--- src/rtl/spi_tgt_pkg.sv ---
package spi_tgt_pkg;
  // Classified serial clock events in the system domain.
  typedef struct packed {
    logic launch;
    logic sample;
  } spi_evt_t;

  localparam int unsigned MIN_SYNC_STAGES = 2;
endpackage

--- src/rtl/spi_tgt_sync.sv ---
module spi_tgt_sync #(
  parameter int unsigned W      = 3,
  parameter int unsigned STAGES = 2,
  parameter logic [W-1:0] RST_VAL = '0
) (
  input  logic         clk,
  input  logic         rst,
  input  logic [W-1:0] d,
  output logic [W-1:0] q
);
  logic [W-1:0] stg [STAGES];

  for (genvar s = 0; s < STAGES; s++) begin : g_stage
    if (s == 0) begin : g_first
      always_ff @(posedge clk) begin
        if (rst) stg[s] <= RST_VAL;
        else     stg[s] <= d;
      end
    end else begin : g_next
      always_ff @(posedge clk) begin
        if (rst) stg[s] <= RST_VAL;
        else     stg[s] <= stg[s-1];
      end
    end
  end

  assign q = stg[STAGES-1];
endmodule

--- src/rtl/spi_tgt_edge.sv ---
module spi_tgt_edge
  import spi_tgt_pkg::*;
(
  input  logic     clk,
  input  logic     rst,
  input  logic     sclk_s,
  input  logic     idle_high,
  input  logic     launch_on_return,
  input  logic     en_req,
  output logic     armed,
  output logic     sclk_level,
  output spi_evt_t evt
);
  logic sclk_d;
  logic moved, leave_idle, back_idle;

  always_ff @(posedge clk) begin
    if (rst) sclk_d <= 1'b0;
    else     sclk_d <= sclk_s;
  end

  assign moved      = sclk_s ^ sclk_d;
  assign leave_idle = moved && (sclk_s != idle_high);
  assign back_idle  = moved && (sclk_s == idle_high);

  always_comb begin
    evt.launch = armed && (launch_on_return ? back_idle  : leave_idle);
    evt.sample = armed && (launch_on_return ? leave_idle : back_idle);
  end

  // Arm gate: enable request honoured only at the idle level.
  always_ff @(posedge clk) begin
    if (rst)                       armed <= 1'b0;
    else if (!en_req)              armed <= 1'b0;
    else if (sclk_s == idle_high)  armed <= 1'b1;
  end

  assign sclk_level = sclk_s;

  assert_arm_at_idle_R1: assert property (@(posedge clk) disable iff (rst)
    $rose(armed) |-> ($past(sclk_s) == $past(idle_high)) && $past(en_req));

  assert_arm_drop_R1: assert property (@(posedge clk) disable iff (rst)
    !en_req |=> !armed);

  // one transition never both samples and launches
  assert_edges_disjoint_R3: assert property (@(posedge clk) disable iff (rst)
    !(evt.launch && evt.sample));
endmodule

--- src/rtl/spi_tgt_shift.sv ---
module spi_tgt_shift
  import spi_tgt_pkg::*;
#(
  parameter int unsigned W = 8
) (
  input  logic         clk,
  input  logic         rst,
  input  logic         armed,
  input  logic         sel_n_s,
  input  spi_evt_t     evt,
  input  logic         mosi_s,
  input  logic         tx_load,
  input  logic [W-1:0] tx_byte,
  input  logic         rd_ack,
  output logic         miso_out,
  output logic         miso_oe,
  output logic [W-1:0] rx_byte,
  output logic         buf_full,
  output logic         overflow,
  output logic         done
);
  localparam int unsigned CNT_W = (W > 1) ? $clog2(W) : 1;
  localparam logic [CNT_W-1:0] LAST = CNT_W'(W - 1);

  logic [W-1:0]     tx_sr, rx_sr;
  logic [CNT_W-1:0] cnt;
  logic             pend;
  logic             active;

  assign active = armed && !sel_n_s;

  always_ff @(posedge clk) begin
    if (rst) begin
      tx_sr    <= '0;
      rx_sr    <= '0;
      rx_byte  <= '0;
      cnt      <= '0;
      pend     <= 1'b0;
      buf_full <= 1'b0;
      overflow <= 1'b0;
      done     <= 1'b0;
      miso_oe  <= 1'b0;
    end else begin
      done    <= 1'b0;
      miso_oe <= active;
      if (rd_ack) begin
        buf_full <= 1'b0;
        overflow <= 1'b0;
      end
      if (!active) begin
        cnt  <= '0;
        pend <= 1'b0;
      end else begin
        if (evt.sample) begin
          rx_sr <= {rx_sr[W-2:0], mosi_s};
          pend  <= 1'b1;
          if (cnt == LAST) begin
            cnt  <= '0;
            done <= 1'b1;
            if (buf_full && !rd_ack) begin
              overflow <= 1'b1;
            end else begin
              rx_byte  <= {rx_sr[W-2:0], mosi_s};
              buf_full <= 1'b1;
            end
          end else begin
            cnt <= cnt + 1'b1;
          end
        end
        if (evt.launch && pend) begin
          tx_sr <= {tx_sr[W-2:0], 1'b0};
          pend  <= 1'b0;
        end
      end
      if (tx_load) begin
        tx_sr <= tx_byte;
        pend  <= 1'b0;
      end
    end
  end

  assign miso_out = tx_sr[W-1];

  assert_done_single_R6: assert property (@(posedge clk) disable iff (rst)
    done |=> !done);

  assert_keep_old_R8: assert property (@(posedge clk) disable iff (rst)
    $rose(overflow) |-> $stable(rx_byte));

  assert_oe_off_R9: assert property (@(posedge clk) disable iff (rst)
    sel_n_s |=> !miso_oe);

  assert_idle_no_done_R10: assert property (@(posedge clk) disable iff (rst)
    !armed |=> !done);
endmodule

--- src/rtl/spi_target_engine.sv ---
module spi_target_engine
  import spi_tgt_pkg::*;
#(
  parameter int unsigned DATA_W      = 8,
  parameter int unsigned SYNC_STAGES = 2
) (
  input  logic              clk,
  input  logic              rst,
  input  logic              cfg_idle_high,
  input  logic              cfg_launch_on_return,
  input  logic              en_req,
  input  logic              tx_load,
  input  logic [DATA_W-1:0] tx_byte,
  input  logic              rd_ack,
  input  logic              sclk_in,
  input  logic              sel_n,
  input  logic              mosi_in,
  output logic              miso_out,
  output logic              miso_oe,
  output logic              armed,
  output logic              sclk_level,
  output logic [DATA_W-1:0] rx_byte,
  output logic              buf_full,
  output logic              overflow,
  output logic              done
);
  localparam int unsigned STG = (SYNC_STAGES < MIN_SYNC_STAGES) ? MIN_SYNC_STAGES : SYNC_STAGES;

  logic [2:0] pins_raw, pins_s;
  spi_evt_t   evt;

  assign pins_raw = {sel_n, mosi_in, sclk_in};

  spi_tgt_sync #(.W(3), .STAGES(STG), .RST_VAL(3'b100)) u_sync (
    .clk (clk),
    .rst (rst),
    .d   (pins_raw),
    .q   (pins_s)
  );

  spi_tgt_edge u_edge (
    .clk              (clk),
    .rst              (rst),
    .sclk_s           (pins_s[0]),
    .idle_high        (cfg_idle_high),
    .launch_on_return (cfg_launch_on_return),
    .en_req           (en_req),
    .armed            (armed),
    .sclk_level       (sclk_level),
    .evt              (evt)
  );

  spi_tgt_shift #(.W(DATA_W)) u_shift (
    .clk      (clk),
    .rst      (rst),
    .armed    (armed),
    .sel_n_s  (pins_s[2]),
    .evt      (evt),
    .mosi_s   (pins_s[1]),
    .tx_load  (tx_load),
    .tx_byte  (tx_byte),
    .rd_ack   (rd_ack),
    .miso_out (miso_out),
    .miso_oe  (miso_oe),
    .rx_byte  (rx_byte),
    .buf_full (buf_full),
    .overflow (overflow),
    .done     (done)
  );
endmodule

--- config.mk ---
export PLATFORM = sky130hd
export DESIGN_NAME = spi_target_engine
export DESIGN_NICKNAME = d
export VERILOG_FILES = /design/src/rtl/spi_tgt_pkg.sv /design/src/rtl/spi_tgt_sync.sv /design/src/rtl/spi_tgt_edge.sv /design/src/rtl/spi_tgt_shift.sv /design/src/rtl/spi_target_engine.sv
export SDC_FILE = /design/constraint.sdc
export NUM_CORES = 1
export LEC_CHECK = 0
export BUFFER_PORTS_ARGS = -buffer_cell sky130_fd_sc_hd__buf_2
export CAP_MARGIN = 20
export CORE_ASPECT_RATIO = 0.6
export CORE_MARGIN = 5
export CORE_UTILIZATION = 30
export DETAILED_ROUTE_END_ITERATION = 10
export SYNTH_ARGS = -nofsm -noshare
export SYNTH_HDL_FRONTEND = slang
export SYNTH_SLANG_ARGS = --single-unit
--- constraint.sdc ---
create_clock -name clk -period 2.4 [get_ports clk]
set_input_delay 0.24 -clock clk [delete_from_list [all_inputs] [get_ports clk]]
set_output_delay 0.24 -clock clk [all_outputs]
set_load 0.01 [all_outputs]
==> run_results.csv <==
group,metric,value,unit
outcome,status,"completed",
layout,drive_above_1_share,0.2487,
placement,dp_hpwl,2241,um
route,vias,1171,
global_routing,grt_antenna_before_repair,0,
global_routing,grt_pass1_vias,1099,
layout,layout_commonest_cell,"dfxtp_1",
timing,timing.final.crit_share,0.7593,
layout,register_area,780.7,um^2
power,p_total,0.001235,W
timing,setup_viol,0,
timing,timing.hold.ws,0.1322,ns
logic_synthesis,synth_area,0.001655,mm^2
cts,clk_latency,0.29,ns
placement,place_ws,0.5696,ns
global_routing,gr-total-overflow,0,
cts,cts_root_buffer,"clkbuf_8",
route,wire_per_inst,12.10,um
cts,clkTransAtPathRegs,0.07,ns
route,viasPerCell,4.592,
floorplanning,ios,33,
timing,slew-limit-headroom,0.6210,
layout,multiInputGateArea,835.8,um^2
floorplanning,dieArea,0.007152,mm^2
logic_synthesis,ys.flop_type,"dfxtp_1",
global_routing,grt_first_pass_wirelength,5382,um
flow_run,max-cap-violations,0,
timing,hold_viol_final,0,
setup_path,end_kind,"flop",
cts,numCtsBuffers,5,
timing,tightestPinTransition,0.5673,ns
timing,rsz0062_at_grt,"false",
floorplanning,placeableCoreArea,0.005205,mm^2
min_path,hold_depth,2,
route,drt_iter0_drc,48,
timing,fmax,548.7,MHz
cts,cts_buffer_depth,2,
floorplanning,dieHeight,67.54,um
layout,final_cell_mix,"dfxtp_1 (39), buf_2 (32), mux2i_1 (19), nand2b_1 (19), nor2_1 (11)",
cts,cts_setup_buffers,0,
logic_synthesis,synth-adder-area-share,0.01512,
power,powerDensity,628.1,mW/mm^2
logic_synthesis,yosysUniqueCellTypes,36,
logic_synthesis,muxShareOfSynthArea,0.1489,
logic_synthesis,postSynthCellCount,156,
route,routed_wl,3085,um
timing,period_minus_slack,1.822,ns
placement,gp_congestion,0.7516,
setup_path,critPathLaunchType,"flop",
setup_path,reg2regPathDepth,4,
setup_path,critical_path_class,"reg2reg",
logic_synthesis,synth_top_family_by_area,"simple AND/OR/NAND/NOR gates",
setup_path,cp.arrival,2.04,ns
global_routing,grt.total_usage,0.09652,
logic_synthesis,syn_nets,176,
timing,tns,0,ns
layout,area_growth,18.82,%
cts,ctsHoldBuffers,0,
logic_synthesis,synth_area_per_cell,10.61,um^2
min_path,hold_path_class,"in2reg",
route,ant_nets,0,
logic_synthesis,seq_area_frac_synth,0.4717,
global_routing,grt_max_degree,37,
timing,slew_violations,0,
layout,final_nets,208,
floorplanning,die_w,105.9,um
power,power.leakage,0.8591,nW
logic_synthesis,synth-async-reset-ratio,0,
logic_synthesis,synthSimpleGateAreaFrac,0.2464,
cts,htreeDepth,2,
route,drt_pass1_iterations,4,
setup_path,cp_max_fo,11,
floorplanning,num_rows,20,
logic_synthesis,synth-xor-area-share,0.02192,
placement,portBuffers,32,
cts,clock_sinks,39,
logic_synthesis,synth_edf_count,0,
floorplanning,start_util,0.3180,
layout,antenna_cells,0,
cts,post_cts_resize_count,0,
route,drc,0,
logic_synthesis,yosys_register_bits,39,
timing,fin_skew,0.002378,ns
setup_path,required,2.62,ns
power,peakVddDrop,0.2547,mV
layout,fillers,548,
logic_synthesis,synth_compound_area_frac,0.07256,
logic_synthesis,ys_warn_count,0,
cts,cts_tree,"built",
timing,fin_ws,0.5776,ns
-- cell type report --
class / instances / area share
Clock buffer: 8 / 0.05089
Inverter: 2 / 0.003817
Multi-Input combinational cell: 108 / 0.4249
Sequential cell: 39 / 0.3969
Tap cell: 66 / 0.04198
Timing Repair Buffer: 32 / 0.08142
-- registers in the layout, indices dropped and copies added (netlist names), 3 cells and up --
register and flops:
u_sync.stg 6, u_shift.cnt 3, u_shift.rx_sr 7, u_shift.tx_sr 8
u_shift.rx_byte 8
-- synth_stat cells, types with 2 or more instances --
master | number | area, um^2
mux2i_4 | 2 | 45.04
nor2_1 | 11 | 41.29
nor2b_1 | 6 | 37.54
and2_1 | 5 | 31.28
ha_1 | 2 | 25.02
inv_1 | 2 | 7.510
a221o_1 | 7 | 70.07
a21oi_1 | 3 | 15.01
and3_1 | 3 | 18.77
clkbuf_1 | 3 | 11.26
or2_2 | 2 | 12.51
nand2_1 | 10 | 37.54
dfxtp_1 | 39 | 780.8
mux2i_1 | 19 | 190.2
nor4bb_1 | 2 | 20.02
buf_1 | 2 | 7.510
nand2b_1 | 19 | 118.9
-- per-stage QoR --
stage / utilization / std cells / area (um^2)
floorplan: - / 156 / 1655
global placement: 0.3587 / 247 / 1867
detailed placement: 0.3587 / 247 / 1867
CTS: 0.3779 / 255 / 1967
global route: 0.3779 / 255 / 1967
finish: 0.3779 / 255 / 1967
-- cells by family after synthesis --
kind of cell             Yosys count
AO/OA/AOI/OAI                     14
XOR/XNOR                           2
adder cells (fa/ha/maj)            2
buffers and inverters              9
flip-flops                        39
multiplexers                      22
AND/OR/NAND/NOR                   68
-- final timing paths --
kind / startpoint / slack [ns] / end
hold reg to reg: u_sync.stg[0][2] / 0.41 / u_sync.stg[1][2]
hold / removal: sel_n / 0.13 / u_sync.stg[0][2]
setup / recovery: u_edge.armed / 0.58 / u_shift.rx_byte[1]
setup reg to reg: u_edge.armed / 0.58 / u_shift.rx_byte[1]
-- metal layers --
layer | wire, um | part of all wire | track usage | vias to the layer above
met5 | 0 | 0 | 0 | -
met3 | 223 | 0.072 | 0.04011 | 4
met4 | 32 | 0.010 | 0.04039 | 0
li1 | - | - | - | 605
met2 | 1103 | 0.36 | 0.1246 | 33
met1 | 1725 | 0.56 | 0.1381 | 529
-- where the power goes --
| group | internal [W] | switching, W |
|---|---|---|
| logic | 0.0000412 | 0.0000351 |
| clock network | 0.000262 | 0.000229 |
| registers | 0.000661 | 0.00000749 |
-- worst max-delay path, stage by stage (launching register included) --
cell and delay [ns]:
dfxtp_1 0.50, nor4bb_1 0.48, mux2i_4 0.25, nor2_8 0.27, mux2i_1 0.23
No activity file was read; power rests on OpenSTA's default activity.
